$ cat src/rtl/hiccup_pkg.sv
package hiccup_pkg;
  localparam int CODE_W_DEF = 10;

  // voltages in 10 mV codes, temperature in 1 C codes
  localparam int VBIAS_TRIP_DEF  = 405;
  localparam int VBIAS_CLEAR_DEF = 425;
  localparam int VIN_TRIP_DEF    = 220;
  localparam int VIN_CLEAR_DEF   = 250;
  localparam int HOT_TRIP_DEF    = 145;
  localparam int HOT_CLEAR_DEF   = 135;
  localparam int VREF_DEF        = 80;
  localparam int SHORT_OFS_DEF   = 25;

  typedef struct packed {
    logic short_c;
    logic therm_c;
    logic supply_c;
  } cause_t;

  typedef enum logic {ST_HOLD = 1'b0, ST_RUN = 1'b1} seq_state_e;
endpackage

$ cat src/rtl/hyst_cmp.sv
module hyst_cmp #(
  parameter int CODE_W    = 10,
  parameter bit TRIP_HIGH = 1'b0,
  parameter int TRIP_THR  = 405,
  parameter int CLEAR_THR = 425
) (
  input  logic              clk_i,
  input  logic              rst_ni,
  input  logic [CODE_W-1:0] code_i,
  output logic              flag_o
);
  localparam logic [CODE_W-1:0] TRIP_C  = CODE_W'(TRIP_THR);
  localparam logic [CODE_W-1:0] CLEAR_C = CODE_W'(CLEAR_THR);

  logic trip, clear;

  generate
    if (TRIP_HIGH) begin : g_over
      assign trip  = code_i >= TRIP_C;
      assign clear = code_i <= CLEAR_C;
    end else begin : g_under
      assign trip  = code_i < TRIP_C;
      assign clear = code_i > CLEAR_C;
    end
  endgenerate

  // starts tripped so a valid reading is needed first
  always_ff @(posedge clk_i or negedge rst_ni) begin
    if (!rst_ni)     flag_o <= 1'b1;
    else if (trip)   flag_o <= 1'b1;
    else if (clear)  flag_o <= 1'b0;
  end

  // inside the band the flag keeps its value
  p_band_hold_r2: assert property (@(posedge clk_i) disable iff (!rst_ni)
    (!trip && !clear) |=> $stable(flag_o));
  // a tripping reading always yields a set flag
  p_trip_sets_r3: assert property (@(posedge clk_i) disable iff (!rst_ni)
    trip |=> flag_o);
endmodule

$ cat src/rtl/short_det.sv
module short_det #(
  parameter int CODE_W = 10,
  parameter int VREF   = 80,
  parameter int OFS    = 25
) (
  input  logic              clk_i,
  input  logic              rst_ni,
  input  logic [CODE_W-1:0] fb_i,
  input  logic [CODE_W-1:0] ss_i,
  output logic              short_o
);
  localparam logic [CODE_W-1:0] VREF_C = CODE_W'(VREF);
  localparam logic [CODE_W:0]   OFS_C  = (CODE_W+1)'(OFS);

  logic [CODE_W-1:0] act_ref;
  logic [CODE_W:0]   fb_lim;
  logic              below;

  // soft-start overrides the fixed reference while it is lower
  assign act_ref = (ss_i < VREF_C) ? ss_i : VREF_C;
  assign fb_lim  = {1'b0, fb_i} + OFS_C;
  assign below   = fb_lim < {1'b0, act_ref};

  always_ff @(posedge clk_i or negedge rst_ni) begin
    if (!rst_ni) short_o <= 1'b0;
    else         short_o <= below;
  end

  // feedback at or above both references never flags a short
  p_no_false_short_r5: assert property (@(posedge clk_i) disable iff (!rst_ni)
    (fb_i >= ss_i || fb_i >= VREF_C) |=> !short_o);
endmodule

$ cat src/rtl/hiccup_ctrl.sv
module hiccup_ctrl
  import hiccup_pkg::*;
#(
  parameter int IDLE_TICKS = 20_000_000
) (
  input  logic   clk_i,
  input  logic   rst_ni,
  input  logic   supply_f_i,
  input  logic   therm_f_i,
  input  logic   short_f_i,
  output logic   fault_o,
  output logic   off_o,
  output cause_t cause_o
);
  localparam int CNT_W = (IDLE_TICKS > 2) ? $clog2(IDLE_TICKS) : 1;
  localparam logic [CNT_W-1:0] LAST = CNT_W'(IDLE_TICKS - 1);

  seq_state_e        state_q;
  logic [CNT_W-1:0]  cnt_q;
  logic              running, blocking, trip, expired;

  assign running  = state_q == ST_RUN;
  assign blocking = supply_f_i | therm_f_i;
  // short counts only while switching; in hold it is treated as cleared
  assign trip     = blocking | (running & short_f_i);
  assign expired  = cnt_q == LAST;

  always_ff @(posedge clk_i or negedge rst_ni) begin
    if (!rst_ni) begin
      state_q <= ST_HOLD;
      cnt_q   <= '0;
      cause_o <= '0;
    end else if (running) begin
      if (trip) begin
        state_q <= ST_HOLD;
        cnt_q   <= '0;
        cause_o <= '{short_c: short_f_i, therm_c: therm_f_i, supply_c: supply_f_i};
      end
    end else if (!expired) begin
      cnt_q <= cnt_q + 1'b1;
    end else if (!blocking) begin
      // set-dominant: a live supply/thermal fault keeps the latch set
      state_q <= ST_RUN;
    end
  end

  assign fault_o = !running;
  assign off_o   = !running | trip;

  // restart only from an expired timer with supply and thermal valid
  p_release_cond_r7: assert property (@(posedge clk_i) disable iff (!rst_ni)
    (!running && (blocking || !expired)) |=> !running);
  // a trip while running always ends the run
  p_trip_stops_r6: assert property (@(posedge clk_i) disable iff (!rst_ni)
    (running && trip) |=> fault_o);
  // every shutdown records at least one class
  p_cause_loaded_r9: assert property (@(posedge clk_i) disable iff (!rst_ni)
    $fell(running) |-> (cause_o != '0));
  // timer restarts from zero on entry to hold
  p_timer_clear_r7: assert property (@(posedge clk_i) disable iff (!rst_ni)
    $fell(running) |-> (cnt_q == '0));
endmodule

$ cat src/rtl/hiccup_fault_sequencer.sv
module hiccup_fault_sequencer
  import hiccup_pkg::*;
#(
  parameter int CODE_W      = CODE_W_DEF,
  parameter int IDLE_TICKS  = 20_000_000,
  parameter int VBIAS_TRIP  = VBIAS_TRIP_DEF,
  parameter int VBIAS_CLEAR = VBIAS_CLEAR_DEF,
  parameter int VIN_TRIP    = VIN_TRIP_DEF,
  parameter int VIN_CLEAR   = VIN_CLEAR_DEF,
  parameter int HOT_TRIP    = HOT_TRIP_DEF,
  parameter int HOT_CLEAR   = HOT_CLEAR_DEF,
  parameter int VREF        = VREF_DEF,
  parameter int SHORT_OFS   = SHORT_OFS_DEF
) (
  input  logic              clk_i,
  input  logic              rst_ni,
  input  logic [CODE_W-1:0] vbias_i,
  input  logic [CODE_W-1:0] vin_i,
  input  logic [CODE_W-1:0] temp_i,
  input  logic [CODE_W-1:0] fb_i,
  input  logic [CODE_W-1:0] ss_i,
  output logic              fault_o,
  output logic              discharge_o,
  output logic              drivers_off_o,
  output logic [2:0]        cause_o
);
  logic   vbias_f, vin_f, hot_f, short_f, off;
  cause_t cause;

  hyst_cmp #(.CODE_W(CODE_W), .TRIP_HIGH(1'b0), .TRIP_THR(VBIAS_TRIP), .CLEAR_THR(VBIAS_CLEAR))
    u_vbias (.clk_i, .rst_ni, .code_i(vbias_i), .flag_o(vbias_f));

  hyst_cmp #(.CODE_W(CODE_W), .TRIP_HIGH(1'b0), .TRIP_THR(VIN_TRIP), .CLEAR_THR(VIN_CLEAR))
    u_vin (.clk_i, .rst_ni, .code_i(vin_i), .flag_o(vin_f));

  hyst_cmp #(.CODE_W(CODE_W), .TRIP_HIGH(1'b1), .TRIP_THR(HOT_TRIP), .CLEAR_THR(HOT_CLEAR))
    u_hot (.clk_i, .rst_ni, .code_i(temp_i), .flag_o(hot_f));

  short_det #(.CODE_W(CODE_W), .VREF(VREF), .OFS(SHORT_OFS))
    u_short (.clk_i, .rst_ni, .fb_i, .ss_i, .short_o(short_f));

  hiccup_ctrl #(.IDLE_TICKS(IDLE_TICKS))
    u_ctrl (.clk_i, .rst_ni, .supply_f_i(vbias_f | vin_f), .therm_f_i(hot_f),
            .short_f_i(short_f), .fault_o, .off_o(off), .cause_o(cause));

  assign discharge_o   = off;
  assign drivers_off_o = off;
  assign cause_o       = cause;

  // the discharge and driver commands never disagree, and cover the hold
  p_cmd_cover_r6: assert property (@(posedge clk_i) disable iff (!rst_ni)
    fault_o |-> (discharge_o && drivers_off_o));
  // reset is inactive only after the first edge; outputs start faulted
  p_reset_state_r1: assert property (@(posedge clk_i) disable iff (!rst_ni)
    $rose(rst_ni) |-> fault_o);
endmodule

$ cat config.mk
export PLATFORM = sky130hd
export DESIGN_NAME = hiccup_fault_sequencer
export DESIGN_NICKNAME = d
export VERILOG_FILES = /design/src/rtl/hiccup_pkg.sv /design/src/rtl/hyst_cmp.sv /design/src/rtl/short_det.sv /design/src/rtl/hiccup_ctrl.sv /design/src/rtl/hiccup_fault_sequencer.sv
export SDC_FILE = /design/constraint.sdc
export NUM_CORES = 1
export LEC_CHECK = 0
export ABC_AREA = 0
export ABC_CLOCK_PERIOD_IN_PS = 2200
export BUFFER_PORTS_ARGS = -buffer_cell sky130_fd_sc_hd__buf_2
export CAP_MARGIN = 20
export CORE_UTILIZATION = 50
export DETAILED_ROUTE_END_ITERATION = 6
export PLACE_DENSITY = 0.76
export SLEW_MARGIN = 20
export SYNTH_ARGS = -nofsm -noshare
export SYNTH_HDL_FRONTEND = slang
export SYNTH_SLANG_ARGS = --single-unit
$ cat constraint.sdc
create_clock -name clk_i -period 2.2 [get_ports clk_i]
set_input_delay 0.33 -clock clk_i [delete_from_list [all_inputs] [get_ports clk_i]]
set_output_delay 0.33 -clock clk_i [all_outputs]
set_load 0.05 [all_outputs]
# Word-level counts from Yosys, hierarchy flattened
# Index checks and enable logic that the tools add are counted.
# W data, S select, Z words.
[classes]
bitwise = 5
n_mux = 14
magnitude_cmp = 8
n_reduce_logical = 6
shift = 0
mul = 0
eq_ne = 3
div_mod_pow = 0
n_addsub = 2
[ops]
columns = ["cell", "n"]
rows = [
  ["$mux W25", 3],
  ["$add A25 B1 Y25 const B", 1],
  ["$eq A25 B25 Y1 const B", 1],
  ["$add A10 B5 Y11 const B", 1],
  ["$lt A11 B10 Y1", 1],
  ["$ge A10 B8 Y1 const B", 1],
  ["$gt A10 B8 Y1 const B", 1],
  ["$gt A10 B9 Y1 const B", 1],
  ["$le A10 B8 Y1 const B", 1],
  ["$lt A10 B7 Y1 const B", 1],
  ["$lt A10 B8 Y1 const B", 1],
  ["$lt A10 B9 Y1 const B", 1],
  ["$mux W1", 10],
  ["$mux W10", 1],
  ["$reduce_bool A2 Y1", 3],
  ["$or A1 B1 Y1", 4],
  ["$reduce_and A2 Y1", 2],
  ["$ne A2 B1 Y1 const B", 1],
  ["$ne A2 B2 Y1 const B", 1],
  ["$and A1 B1 Y1", 1],
  ["$logic_not A1 Y1", 1],
]
[word_totals]
mem_bits_ro = 0
mem_bits_rw = 0
mem_count = 0
latchBits = 0
out_inout_bits = 6
elab_cells = 47
inputBits = 52
regBits = 33

# Longest topological paths before layout
[logic_depth]
word_depth = 5
mapped_depth = 10
mapped_depth_nobuf = 10

# By module
# Synthesis repeated with hierarchy kept, for this count alone.
[unflattened]
hier_cells = 245
area_unflattened_um2 = 2322.2
[modules_own_cells]
columns = ["mod", "n_inst", "area_each_um2", "cells_per_inst"]
rows = [
  ["hiccup_ctrl", 1, 1617.8, 156],
  ["short_det", 1, 430.4, 55],
  ["hyst_cmp at u_vin", 1, 98.8, 12],
  ["hyst_cmp at u_vbias", 1, 96.3, 14],
  ["hyst_cmp at u_hot", 1, 65.1, 6],
  ["hiccup_fault_sequencer", 1, 13.8, 2],
]

# Worst setup path before layout
# Ideal clock, no wire load.
[synth_timing]
path_kind = "input-to-reg"
start = "input port fb_i[0]"
end = "register u_short.short_o"
setup_ns = 0.124
path_stages = 10
slack_ns = 0.230
n_path_buf = 0
arrival_time_ns = 1.846
cell_sequence = "ha_1 a211o_1 nand2_1 nor2_1 xor2_1 ha_1 nand3_1 nor3_1 o31a_1 nor3_1"
[synth_via]
elab_chain_len = 2
[synth_lines]
columns = ["item", "line", "rtl"]
rows = [
  ["start, declared", "hiccup_fault_sequencer.sv:20", "input logic [CODE_W-1:0] fb_i,"],
  ["$add A10 B5 Y11", "short_det.sv:21", "assign fb_lim = {1'b0, fb_i} + OFS_C;"],
  ["$lt A11 B10 Y1", "short_det.sv:22", "assign below = fb_lim < {1'b0, act_ref};"],
  ["net u_short.below", "short_det.sv:17", "logic below;"],
  ["end signal, assigned", "short_det.sv:26", "else short_o <= below;"],
  ["end, declared", "short_det.sv:10", "output logic short_o"],
]
# The timed path passes the listed nets, and every way through them passes these cells.
# A chain may end at the register's enable or synchronous reset.

# Worst setup path after layout
[layout_timing]
start = "register u_ctrl.cnt_q[14]"
end = "register u_ctrl.cnt_q[1]"
[layout_via]
elab_chain_len = 3
[layout_lines]
columns = ["item", "line", "rtl"]
rows = [
  ["start, declared", "hiccup_ctrl.sv:19", "logic [CNT_W-1:0] cnt_q;"],
  ["start signal, assigned", "hiccup_ctrl.sv:40", "cnt_q <= cnt_q + 1'b1;"],
  ["$eq A25 B25 Y1", "hiccup_ctrl.sv:26", "assign expired = cnt_q == LAST;"],
  ["$ne A2 B1 Y1 (no line)", "n/a", ""],
  ["$reduce_and A2 Y1 (no line)", "n/a", ""],
]
# Every way passes these cells.

==> metrics.txt <==
Tot Pwr 1.21 mW; global placer's final weighted congestion 0.819; Tightest Pin Transition 0.734 ns; area of the multi-input gates 1360 um^2; P_sw 292 uW; Vias per Instance 5.90; area grow syn2layout 19.0%; Pre-antenna DRT Iters 4; Reg clk slew, reported paths 0.07 ns; slowest stage cell on the critical path or4b_4; status complete, no violations; leading cell type in the layout, fill and taps excluded buf_2; setup_tns 0 ns; Critical Path Max Stage Delay 0.56 ns; YS warnings 0; sw frac 0.242; Hold Buf Count CTS 0; worst-path fanout max 12; n_diodes 0; FFs w/ async S/R, synth 1.00; share of cells above drive strength 1 0.264; clk_skew 0.00909 ns; maximum clock frequency 516 MHz; Leak Pwr 1.25 nW; # DRC 0; DR iter-0 viols 130; relative slew slack 0.510; Post-synth EDFFs 0; Comb pwr share 0.126; Worst Hold Class in -> async; CTS Buf Count 5; Initial Utilization 0.522; crit-path cells or4b_4, nor4_4, buf_4, nand2_4, a32o_1; Distinct cells, synth 54; Cell Pwr Density 446 nW/um^2; nets@finish 373; maxcap violations 0; CP delay by family, top simple AND/OR/NAND/NOR gates; most frequent cells in the layout buf_2 (57), nand2_1 (32), dfrtp_1 (30); GRT Total Usage 0.227; Detailed Route WL 5060 um; Max IR drop VDD 0.000332 V; Clk network pwr share 0.359; Final HPWL DP 3840 um; vias in the first global route 1966; Sequential Power Share 0.514; CTS tree done; Clock H-tree levels 2; unrepaired setup endpoints after global routing false; CP Launch Type flip-flop; number of post-CTS setup repair buffers 0; CP bufs+invs 1; first-pass GRT wire length 8940 um; final-report hold violation count 0; sequential area share after synthesis 0.365; I/O pin cnt 58; top_reg_cell synth dfrtp_1; Tcrit/Tclk final 0.881; Die Ht 69.4 um; CP Capture Type flip-flop; critical path class reg -> reg; maximum root-to-sink buffer count 2; Routed wire per std cell 13.9 um; Cells after Synth 246; Die X 69.4 um; Crit path arrival time 2.11 ns; Clock Latency Late Sink 0.28 ns; Syn Area/Cell 9.23 um^2; Die ar. 4820 um^2; initial antenna violation count 0; Fill cells 363; flops & latches, synth 33; Core Area 4350 um^2; fin. max-slew vios 0; cts repair resizes 0; Clock Sinks 33; Critical Path RT 2.37 ns; fin crit period 1.94 ns; IO Port Bufs 57; GRT overflow 0; final setup fails 0; Post-DRT Antenna Nets 0; total vias in the final route 2141; cell chosen for the clock root clkbuf_8; largest net degree at the start of global routing 34; FF/Latch Area 830 um^2; site row count 24; internal power 914 uW; Netlist Area Pre-Place 2270 um^2
[logic make-up (layout without fill, tap and decap cells)]
logic type / Yosys count / in the layout / synth area share
other: 1 / 3 / 0.00165
XOR/XNOR: 7 / 7 / 0.0270
AO/OA/AOI/OAI: 62 / 62 / 0.199
adder cells (fa/ha/maj): 11 / 11 / 0.0606
flip-flops: 33 / 33 / 0.365
buffers and inverters: 16 / 79 / 0.0380
AND/OR/NAND/NOR: 105 / 105 / 0.260
multiplexers: 11 / 11 / 0.0485
[stage by stage]
stage                     area, um^2  std cells  setup slack (ns)   util  hold WS (ns)
final                           2700        363             0.263  0.621        0.0931
after global routing            2700        363             0.104  0.621         0.155
after CTS                       2700        363             0.260  0.621         0.132
after detailed placement        2620        355            0.0358  0.602         0.437
after global placement          2620        355            0.0629  0.602         0.432
after floorplan                 2280        248             0.230      -        0.0344
[synthesized netlist by cell type (2+ instances only)]
master	count	area (um^2)
a21oi_1	6	30.0
nor2_1	10	37.5
a2111oi_0	3	26.3
a31oi_1	3	18.8
dfstp_2	3	78.8
ha_1	11	138
a31o_1	2	17.5
a41oi_1	4	35.0
and4_1	5	43.8
a21o_1	7	52.6
o41ai_1	2	17.5
xnor2_1	3	26.3
nand3_1	13	65.1
nand4_1	11	68.8
nand2_1	32	120
nand2b_1	2	12.5
buf_6	3	33.8
dfrtp_1	30	751
a31o_2	2	17.5
a211o_1	2	17.5
clkbuf_1	5	18.8
xor2_1	4	35.0
nor4_1	7	43.8
a22o_1	3	26.3
nand4b_1	2	17.5
or4b_4	2	27.5
nor3_1	7	35.0
o21ai_0	14	70.1
nor2b_1	2	12.5
mux2i_1	11	110
inv_1	6	22.5
a211o_2	2	20.0
and3_1	3	18.8
a211oi_1	3	22.5
a32o_1	2	20.0
[worst reg2reg max path: cells and delay by family, from the launching register on]
| kind | cells | cell delay [ns] |
|---|---|---|
| simple gates | 3 | 0.91 |
| flops | 1 | 0.43 |
| buf+inv | 1 | 0.23 |
| compound gates | 1 | 0.25 |
[final cells by class]
| type | count | area share |
|---|---|---|
| Timing Repair Buffer | 64 | 0.125 |
| Inverter | 7 | 0.00972 |
| Sequential cell | 33 | 0.307 |
| Tap cell | 52 | 0.0241 |
| Clock buffer | 7 | 0.0282 |
| Multi-Input combinational cell | 199 | 0.504 |
| Clock inverter | 1 | 0.00185 |
[flip-flops by register name (all words and copies together) (netlist names)]
name,count
u_vin.flag_o,1
u_ctrl.running,1
u_short.short_o,1
u_ctrl.cnt_q,25
u_ctrl.cause_o,3
u_vbias.flag_o,1
u_hot.flag_o,1
[layer usage]
metal	GRT usage	part of all wire
met1	0.314	0.48
met2	0.356	0.46
met3	0.0523	0.044
met4	0.0635	0.013
met5	0	0
[path summary, 6_finish.rpt]
path                       depth (start not counted)  slack, ns        startpoint               end
setup / recovery                                   5       0.26  u_ctrl.cnt_q[14]   u_ctrl.cnt_q[1]
hold / removal                                     1       0.09            rst_ni   u_ctrl.cnt_q[6]
setup reg to reg                                   5       0.26  u_ctrl.cnt_q[14]   u_ctrl.cnt_q[1]
hold reg to reg                                    1       0.47  u_ctrl.cnt_q[24]  u_ctrl.cnt_q[24]
max in group asynchronous                          1       1.62            rst_ni  u_ctrl.cnt_q[14]
min in group clk_i                                 2       0.16        vbias_i[9]    u_vbias.flag_o
[power groups by stage]
stage | combinational [mW] | clock (mW) | sequential, mW
2_1_floorplan | 0.0712 | 0 | 0.630
3_3_place_gp | 0.149 | 0 | 0.632
3_5_place_dp | 0.153 | 0 | 0.632
4_1_cts | 0.154 | 0.445 | 0.620
5_1_grt | 0.175 | 0.473 | 0.621
6_report | 0.152 | 0.433 | 0.620
Power figures use the tool's default switching activity.
